==> src/rtl/pfx_key_pkg.sv <==
package pfx_key_pkg;
  typedef struct packed {
    logic [3:0] acc_key;
    logic       fetch_prot;
    logic       ref_b;
    logic       chg_b;
  } skey_t;

  localparam int KEY_W = $bits(skey_t);
endpackage

==> src/rtl/pfx_mapper.sv <==
module pfx_mapper #(
  parameter int AW       = 32,
  parameter int WIN_BITS = 13
) (
  input  logic [AW-1:0] real_addr,
  input  logic [AW-1:0] prefix,
  output logic [AW-1:0] abs_addr,
  output logic          hit_low,
  output logic          hit_pfx
);
  localparam logic [AW:0] WIN_SIZE = (AW+1)'(1) << WIN_BITS;

  function automatic logic [AW-1:0] align_pfx(input logic [AW-1:0] p);
    return {p[AW-1:WIN_BITS], {WIN_BITS{1'b0}}};
  endfunction

  function automatic logic in_low_win(input logic [AW-1:0] a);
    return ({1'b0, a} < WIN_SIZE);
  endfunction

  function automatic logic in_pfx_win(input logic [AW-1:0] a, input logic [AW-1:0] pb);
    return ({1'b0, a} >= {1'b0, pb}) && ({1'b0, a} < ({1'b0, pb} + WIN_SIZE));
  endfunction

  logic [AW-1:0] pbase;

  always_comb begin
    pbase   = align_pfx(prefix);
    hit_low = in_low_win(real_addr);
    hit_pfx = !hit_low && in_pfx_win(real_addr, pbase);
    if (hit_low)      abs_addr = real_addr + pbase;
    else if (hit_pfx) abs_addr = real_addr - pbase;
    else              abs_addr = real_addr;
  end

  always_comb begin
    AST_OFFSET_KEPT: assert (abs_addr[WIN_BITS-1:0] == real_addr[WIN_BITS-1:0]);
  end
endmodule

==> src/rtl/key_store.sv <==
module key_store
  import pfx_key_pkg::*;
#(
  parameter int ENTRIES = 64,
  localparam int IDX_W  = $clog2(ENTRIES)
) (
  input  logic             clk,
  input  logic             rst,
  input  logic             we,
  input  logic [IDX_W-1:0] idx,
  input  logic             set_ref,
  input  logic             set_chg,
  input  logic [IDX_W-1:0] rb_idx,
  output skey_t            new_key,
  output skey_t            rb_key
);
  skey_t keys [ENTRIES];

  always_comb begin
    new_key       = keys[idx];
    new_key.ref_b = keys[idx].ref_b | set_ref;
    new_key.chg_b = keys[idx].chg_b | set_chg;
    rb_key        = keys[rb_idx];
  end

  always_ff @(posedge clk) begin
    if (rst) begin
      for (int i = 0; i < ENTRIES; i++) keys[i] <= '0;
    end else if (we) begin
      keys[idx] <= new_key;
    end
  end

  AST_REF_SET: assert property (@(posedge clk) disable iff (rst)
    (we && set_ref) |=> keys[$past(idx)].ref_b);
  AST_CHG_SET: assert property (@(posedge clk) disable iff (rst)
    (we && set_chg) |=> keys[$past(idx)].chg_b);
  AST_UPPER_KEPT: assert property (@(posedge clk) disable iff (rst)
    we |=> (keys[$past(idx)][KEY_W-1:2] == $past(keys[idx][KEY_W-1:2])));
endmodule

==> src/rtl/pfx_key_unit.sv <==
module pfx_key_unit
  import pfx_key_pkg::*;
#(
  parameter int AW        = 32,
  parameter int PAGE_BITS = 12,
  parameter int WIN_BITS  = 13,
  parameter int ENTRIES   = 64,
  localparam int IDX_W    = $clog2(ENTRIES)
) (
  input  logic             clk,
  input  logic             rst,
  input  logic             acc_valid,
  input  logic [AW-1:0]    real_addr,
  input  logic [AW-1:0]    prefix,
  input  logic             perm_rd,
  input  logic             perm_wr,
  input  logic [AW-1:0]    mem_size,
  input  logic [IDX_W-1:0] rb_idx,
  output logic [AW-1:0]    abs_addr,
  output logic             abs_valid,
  output logic             upd_en,
  output logic [IDX_W-1:0] upd_idx,
  output logic [KEY_W-1:0] upd_key,
  output logic [KEY_W-1:0] rb_key
);
  localparam int SPAN_BITS = PAGE_BITS + IDX_W;

  logic [AW-1:0]    abs_c;
  logic             hit_low, hit_pfx;
  logic             in_mem, in_array, do_upd;
  logic [IDX_W-1:0] page_idx;
  skey_t            new_key, rb_s;

  pfx_mapper #(.AW(AW), .WIN_BITS(WIN_BITS)) u_map (
    .real_addr(real_addr), .prefix(prefix), .abs_addr(abs_c),
    .hit_low(hit_low), .hit_pfx(hit_pfx)
  );

  always_comb begin
    in_mem   = (abs_c <= mem_size);
    in_array = ((abs_c >> SPAN_BITS) == '0);
    page_idx = abs_c[PAGE_BITS +: IDX_W];
    do_upd   = acc_valid && in_mem && in_array && (perm_rd || perm_wr);
  end

  key_store #(.ENTRIES(ENTRIES)) u_keys (
    .clk(clk), .rst(rst), .we(do_upd), .idx(page_idx),
    .set_ref(perm_rd), .set_chg(perm_wr),
    .rb_idx(rb_idx), .new_key(new_key), .rb_key(rb_s)
  );

  assign rb_key = rb_s;

  always_ff @(posedge clk) begin
    if (rst) begin
      abs_addr  <= '0;
      abs_valid <= 1'b0;
      upd_en    <= 1'b0;
      upd_idx   <= '0;
      upd_key   <= '0;
    end else begin
      abs_valid <= acc_valid;
      upd_en    <= do_upd;
      if (acc_valid) abs_addr <= abs_c;
      if (do_upd) begin
        upd_idx <= page_idx;
        upd_key <= new_key;
      end
    end
  end

  AST_VALID_FOLLOWS: assert property (@(posedge clk) disable iff (rst)
    acc_valid |=> abs_valid);
  AST_NO_IDLE_UPDATE: assert property (@(posedge clk) disable iff (rst)
    !acc_valid |=> !upd_en);
  AST_UPD_WITHIN_SIZE: assert property (@(posedge clk) disable iff (rst)
    upd_en |-> (abs_addr <= $past(mem_size)));
  AST_UPD_IDX_OF_ABS: assert property (@(posedge clk) disable iff (rst)
    upd_en |-> (upd_idx == abs_addr[PAGE_BITS +: IDX_W]));
endmodule

==> config.mk <==
export PLATFORM = sky130hd
export DESIGN_NAME = pfx_key_unit
export DESIGN_NICKNAME = d
export VERILOG_FILES = /design/src/rtl/pfx_key_pkg.sv /design/src/rtl/pfx_mapper.sv /design/src/rtl/key_store.sv /design/src/rtl/pfx_key_unit.sv
export SDC_FILE = /design/constraint.sdc
export NUM_CORES = 1
export LEC_CHECK = 0
export ABC_AREA = 1
export BUFFER_PORTS_ARGS = -buffer_cell sky130_fd_sc_hd__buf_2
export CORE_ASPECT_RATIO = 1.75
export CORE_MARGIN = 2
export CORE_UTILIZATION = 35
export CTS_CLUSTER_DIAMETER = 60
export CTS_CLUSTER_SIZE = 24
export DETAILED_ROUTE_END_ITERATION = 8
export PLACE_DENSITY = 0.47
export SLEW_MARGIN = 0
export SYNTH_ARGS = -nofsm -noshare
export SYNTH_HDL_FRONTEND = slang
export SYNTH_HIERARCHICAL = 1
export SYNTH_SLANG_ARGS = --single-unit
export TNS_END_PERCENT = 50
==> constraint.sdc <==
create_clock -name clk -period 14.3 [get_ports clk]
set_clock_uncertainty 0.05 [all_clocks]
set_input_delay 0.715 -clock clk [delete_from_list [all_inputs] [get_ports clk]]
set_output_delay 0.715 -clock clk [all_outputs]
set_load 0.005 [all_outputs]
==> results of run 1 <==
==> worst min path at each step <==
stage                             to  slack, ns  cells after the start
final                      abs_valid       0.31                      2
after global routing       abs_valid       0.30                      2
after CTS                  abs_valid       0.27                      2
after global placement    upd_key[0]       0.42                      2
after detailed placement  upd_idx[1]       0.42                      2
after floorplan           upd_idx[5]       0.43                      2
==> worst max-delay path, delay by kind of cell <==
kind	cells	cell delay (ns)
adder cells (fa/ha/maj)	3	0.93
AND/OR/NAND/NOR	24	6.68
XOR/XNOR	1	0.17
buffers and inverters	1	0.17
AO/OA/AOI/OAI	1	0.35
==> sequential cells by signal, summed over array words and instances, names as in the netlist <==
register,flops
u_keys/keys,448
upd_en,1
upd_idx,6
abs_valid,1
upd_key,7
abs_addr,32
==> final cells by class <==
type,count,share of cell area (%)
sequential,495,40.42
clock inverter,27,0.9839
timing repair buffer,204,3.398
antenna,1,0.007028
tap,1200,4.217
clock buffer,42,2.773
multi-input combinational,3506,44.95
inverter,304,3.243
==> per-stage QoR <==
step	utilization [%]	cell area [µm²]
floorplan	-	32950
global placement	36.79	34270
detailed placement	36.79	34270
CTS	38.22	35600
global route	38.22	35600
finish	38.23	35610
==> where the power goes <==
part	internal, W	switching [W]	total (W)
registers	0.00162	0.0000264	0.00165
clock network	0.000587	0.000618	0.00121
logic	0.000210	0.000787	0.000997
==> routing by layer <==
layer | up-vias | share of wire [%]
met5 | - | 0
met4 | 0 | 8.0
met3 | 327 | 4.8
met2 | 1186 | 51
met1 | 14830 | 36
li1 | 14950 | -
==> cells in the final DEF (no fill, tap or decap), drive strengths merged, types with 2 or more instances in the layout <==
cell	instances
nor3	21
inv	310
clkinv	15
o21bai	4
clkbuf	43
nor3b	2
or2	13
nand2	1940
clkinvlp	3
nor2	322
ha	89
o211ai	23
nand4	40
xnor2	2
dfxtp	47
and3	2
buf	203
edfxtp	448
bufinv	3
nand3	444
fa	2
o21ai	122
a21oi	444
xor2	20
nor4	9
a21o	3
==> results by group, run 1 <==
Status
  • Status: finished, final reports clean

Critical path
  • Critical R2R Capture: upd_key[0]
  • Crit path max fanout: 20
  • Crit path top cell by count: nand2_1
  • Worst Setup SP: prefix[14]
  • WS Path Type: in -> reg
  • Worst reg2reg path startpoint: u_keys/keys[20][0]
  • CP max stage cell: nor3_2
  • R2r setup slk: approximately 11 ns
  • Setup crit end kind: flip-flop
  • Largest stage delay, worst path: 1.11 ns
  • Worst Path Arrival: about 9 ns
  • CP startpoint kind: input pin
  • Critical path endpoint: u_keys/keys[57][3]
  • R2R depth: 14
  • Worst Path Required: 14.51 ns

Global routing
  • First-pass GRT wire length: around 200000 µm
  • Most Crowded Layer GR: met2
  • GR Layer Usage met1: between 30% and 40%
  • Initial antenna violation count: 0
  • GRT Overall Usage: around 28%
  • Grt ovf: 0
  • Largest net degree at the start of global routing: between 100 and 150
  • Met3 Use GR: under 10%
  • Number of global-route vias before repair: between 30k and 40k
  • Met2 usage: 51.29%

Floorplanning
  • Core ar.: roughly 93000 µm²
  • Starting density of the core: 35.37%
  • Rows: approximately 150
  • Die area: between 90000 and 100000 µm²
  • # IOs: roughly 160
  • Chip Height: around 400 µm
  • Die Wd: about 240 µm

Cells and area
  • Seq. cell area: roughly 14000 µm²
  • # fillers: between 9k and 10k
  • Area delta synth->final: 8.065%
  • Final nets: between 4k and 5k
  • Non-Filler Instances: between 5k and 6k
  • Multi-input logic area: between 15000 and 20000 µm²
  • Fraction of layout cells with a size suffix above 1: 7.427%

Clock network
  • H-tree levels: 2
  • Num CTS Buffers: 38
  • Clock Tree Buf Depth: 3
  • Clk sinks: roughly 500
  • Postcts setup bufs: 0
  • Clock transition at path regs: 0.08 ns
  • # hold bufs at CTS: 0
  • Post-CTS sizing: 0
  • CTS tree: done
  • Root buffer cell: clkbuf_16
  • Worst-Skew Late Latency: 0.62 ns

STA
  • Worst-Margin Slew: 1.175 ns
  • Part of the cycle the worst path needs: 62.08%
  • Fin. max-slew vios: 0
  • Endpoints failing hold: 0
  • Rel. slew slack: between 20% and 30%
  • Fin crit period: 8.877 ns
  • Final Hold Slack: about 0.31 ns
  • Max Freq: 112.6 MHz
  • Setup tns final: 0 ns
  • PnR worst setup slack: roughly 5.4 ns
  • RSZ-0062 raised after global routing: false
  • Final setup viols: 0

Power and ir drop
  • Peak VDD IR: approximately 0.076 mV
  • Pwr/cell area: roughly 110 nW/µm²
  • Power Total: around 0.0038 W
  • P_leak: approximately 16 nW

Synthesis
  • Syn_nets: around 4.8k
  • Avg Cell Area, Syn: roughly 7.1 µm²
  • Post-Synthesis Cells: ~4.6k
  • Number of synthesis warnings: 6
  • Netlist Area Pre-Place: ~33000 µm²

Place
  • Pre-CTS setup slack: slightly below 5 ns
  • Hpwl dp: between 90000 and 100000 µm
  • PortBufs: 147
  • Placed Cells incl. Taps: about 5.7k
  • Global placer's final weighted congestion: between 0.9 and 1

Route
  • DRT iter0 DRCs: 2452
  • Final wirelength: around 140000 µm
  • DRC viols: 0
  • Total number of vias: 31.29k
  • Wire per inst: about 24 µm
  • First-pass DRT Iterations: 6
  • Via density: 5.415
  • Post-route ant nets: 0

Run
  • Max Cap Viol: 0

Hold path
  • Hold Path Class: in -> reg
  • Hold_sp: rst
(Power assumes the default switching activity.)
==> inputs of run 2 (changes only) <==
--- a/config.mk
+++ b/config.mk
@@ -5,7 +5,7 @@
 export SDC_FILE = /design/constraint.sdc
 export NUM_CORES = 1
 export LEC_CHECK = 0
-export ABC_AREA = 1
+export ABC_AREA = 0
 export BUFFER_PORTS_ARGS = -buffer_cell sky130_fd_sc_hd__buf_2
 export CORE_ASPECT_RATIO = 1.75
 export CORE_MARGIN = 2
@@ -13,7 +13,7 @@
 export CTS_CLUSTER_DIAMETER = 60
 export CTS_CLUSTER_SIZE = 24
 export DETAILED_ROUTE_END_ITERATION = 8
-export PLACE_DENSITY = 0.47
+export PLACE_DENSITY = 0.48
 export SLEW_MARGIN = 0
 export SYNTH_ARGS = -nofsm -noshare
 export SYNTH_HDL_FRONTEND = slang
==> constraint.sdc (replaced) <==
create_clock -name clk -period 9.2 [get_ports clk]
set_clock_uncertainty 0.05 [all_clocks]
set_input_delay 0.46 -clock clk [delete_from_list [all_inputs] [get_ports clk]]
set_output_delay 0.46 -clock clk [all_outputs]
set_load 0.005 [all_outputs]
==> results by group, run 2 <==
Power and ir drop
  • Pwr/cell area: about 180 nW/µm²
  • Share of power burned in registers: a little over two fifths
  • Peak VDD IR: 0.1060 mV
  • Switching share of power: 35.34%
  • P_leak: roughly 13 nW
  • Clock share of power: between 20% and 30%
  • Int Power: a little under 0.004 W
  • Combinational power share: approximately 28%
  • Psw: 0.002133 W

STA
  • Setup tns final: 0 ns
  • Part of the cycle the worst path needs: 84.58%
  • RSZ-0062 raised after global routing: false
  • Fin. max-slew vios: 0
  • Max Freq: 128.5 MHz
  • Rel. slew slack: 6.867%
  • Final setup viols: 0
  • Endpoints failing hold: 0
  • Worst-Margin Slew: about 1.4 ns
  • PnR worst setup slack: 1.418 ns
  • Fin crit period: ~7.8 ns

Cells and area
  • Fraction of layout cells with a size suffix above 1: 22.34%
  • Largest register FFs: 448
  • Largest regs: u_keys/keys x448, abs_addr x32, upd_key x7
  • Most frequent cells in the layout: nor2_1 (484), edfxtp_1 (448), nand2_1 (204)
  • Final nets: 2949
  • Area delta synth->final: 12.60%
  • Biggest register: u_keys/keys
  • Commonest non-fill, non-tap cell in the layout: nor2_1

Floorplanning
  • Starting density of the core: about a third
  • Die area: 87080 µm²
  • Core ar.: ~84000 µm²
  • # IOs: around 160
  • Rows: about 140
  • Die Wd: approximately 220 µm
  • Chip Height: about 390 µm

Clock network
  • Clock transition at path regs: ~0.080 ns
  • H-tree levels: 2
  • Clock Tree Buf Depth: 3
  • # hold bufs at CTS: 0
  • Root buffer cell: clkbuf_16
  • CTS tree: done
  • Postcts setup bufs: 0
  • Num CTS Buffers: 35
  • Post-CTS sizing: 0
  • Clk sinks: about 500
  • Worst-Skew Late Latency: approximately 0.61 ns

Critical path
  • Largest stage delay, worst path: ~0.8 ns
  • Critical Path, Cell by Cell: buf_2, ha_1, nand4_1, nor2_1, xnor2_1, ha_1, and3_1, a21o_1, o21ai_0, nand3_1, o2bb2ai_2, nand2_1, nand2_1, o21ai_4, buf_12, buf_12, mux2_2, a221oi_1, o22ai_1, a22oi_1, and4_2, buf_4, nor2_1
  • WS Path Type: in -> reg
  • Worst Path Required: ~9.5 ns
  • CP max stage cell: o21ai_0
  • Crit path max fanout: 47
  • Critical path's top delay family: compound AO/OA/AOI/OAI gates
  • Setup crit end kind: flip-flop
  • CP Buf/Inv Count: 4
  • CP startpoint kind: input pin
  • Worst Path Arrival: 8.06 ns

Synthesis
  • Yosys top cell by area: edfxtp_1
  • Post-Synthesis Cells: between 2k and 3k
  • Distinct cells, synth: 87
  • Sequential area share after synthesis: slightly below 50%
  • Avg Cell Area, Syn: around 11 µm²
  • Area contributors post-synth: edfxtp_1 (45%), mux4_2 (12%), nor2_1 (6.1%)
  • Share of the synthesized area in the top cell type: 45.41%
  • Number of synthesis warnings: 6
  • Yosys reg bits: around 500
  • Async set-reset flop share out of synthesis: 0%
  • Top cells by count, synth: nor2_1 (485), edfxtp_1 (448), nand2_1 (204)
  • Syn_nets: roughly 2.8k
  • Netlist Area Pre-Place: 29620 µm²
  • Top_reg_cell synth: edfxtp_1
  • Top-count cell post-synth: nor2_1
  • Post-synth EDFFs: ~450

Global routing
  • Met3 Use GR: between 3 and 4%
  • First-pass GRT wire length: 172400 µm
  • Number of global-route vias before repair: 23.79k
  • Grt ovf: 0
  • GRT Overall Usage: roughly 28%
  • Met2 usage: 49.91%
  • Largest net degree at the start of global routing: just under 70
  • GR Layer Usage met1: 28.07%
  • Initial antenna violation count: 1
  • Most Crowded Layer GR: met2

Route
  • First-pass DRT Iterations: 6
  • Via density: about 6.1
  • Total number of vias: ~23k
  • DRT iter0 DRCs: around 2.2k
  • Final wirelength: between 100000 and 150000 µm
  • Post-route ant nets: 0
  • DRC viols: 0
  • Wire per inst: ~32 µm

Hold path
  • Hold Path Class: in -> reg

Place
  • Global placer's final weighted congestion: slightly below 1
  • Hpwl dp: 91190 µm
  • Pre-CTS setup slack: 1.108 ns
  • PortBufs: 147

Run
  • Max Cap Viol: 0

Status
  • Status: finished, final reports clean
## run 2: cell count changes in the layout (fill, tap and decap cells not counted), moves of 21 or more
cell and change:
mux2_2 +32, mux2i_1 +115, a21oi_1 -285, o22ai_1 +31, inv_1 -212, buf_4 +102
o21ai_0 -66, a22oi_1 +27, a221oi_1 +39, mux4_2 +154, nor2_1 +179, nand2_1 -1732
nand3_1 -386, a31oi_1 +21
## run 2: metal layers
| layer | vias up | wire (µm) |
|---|---|---|
| li1 | 10100 | - |
| met1 | 11750 | 39100 |
| met3 | 346 | 7751 |
| met4 | 2 | 13130 |
| met2 | 1182 | 62550 |
| met5 | - | 16 |
## run 2: path summary, 6_finish.rpt
path | start | to | slack, ns | cells past startpoint
setup / recovery | prefix[14] | u_keys/keys[48][6] | 1.42 | 23
hold / removal | real_addr[9] | abs_addr[9] | 0.11 | 3
hold reg to reg | upd_key[0] | upd_key[0] | 0.42 | 2
setup reg to reg | u_keys/keys[4][2] | u_keys/keys[0][2] | 5.85 | 7
## run 2: cell families after synthesis
family                     share of synthesized area [%]
adders and majority gates                          3.894
muxes                                              16.92
and+or+nand+nor                                    13.62
xor gates and xnor gates                          0.5322
AOI/OAI and AO/OA                                  11.30
buffers and inverters                              5.144
DFF                                                48.59
## run 2: final cells by class
type | instances | area, µm²
fillers | 8139 | 50800
flip-flops and latches | 495 | 14390
multi-input cells | 1817 | 13810
repair buffers | 320 | 2261
well taps | 1072 | 1341
clock buffers | 40 | 957.2
inverters | 82 | 307.8
clock inverters | 21 | 282.8
diodes | 1 | 2.502
## run 2: tightest hold or removal path, stage by stage
cell and delay (ns):
buf_2 0.10, mux2i_1 0.07, nor2_1 0.07
## run 2: power groups by stage
stage | combinational (W) | sequential [W] | clock (W)
floorplan | 0.00101 | 0.00260 | 0
global placement | 0.00166 | 0.00262 | 0
detailed placement | 0.00167 | 0.00262 | 0
CTS | 0.00167 | 0.00257 | 0.00181
global route | 0.00176 | 0.00258 | 0.00187
finish | 0.00170 | 0.00257 | 0.00177
## run 2: stage by stage
step                std cells  hold slack (ns)  power, W  utilization (%)  cell area, µm²
floorplan                2611           0.4103  0.003606                -           29620
global placement         3786           0.4006  0.004274            38.16           32110
detailed placement       3786           0.4082  0.004291            38.16           32110
CTS                      3847          0.08687  0.006051            39.64           33350
global route             3847           0.1251  0.006207            39.64           33350
finish                   3848           0.1072  0.006037            39.64           33360
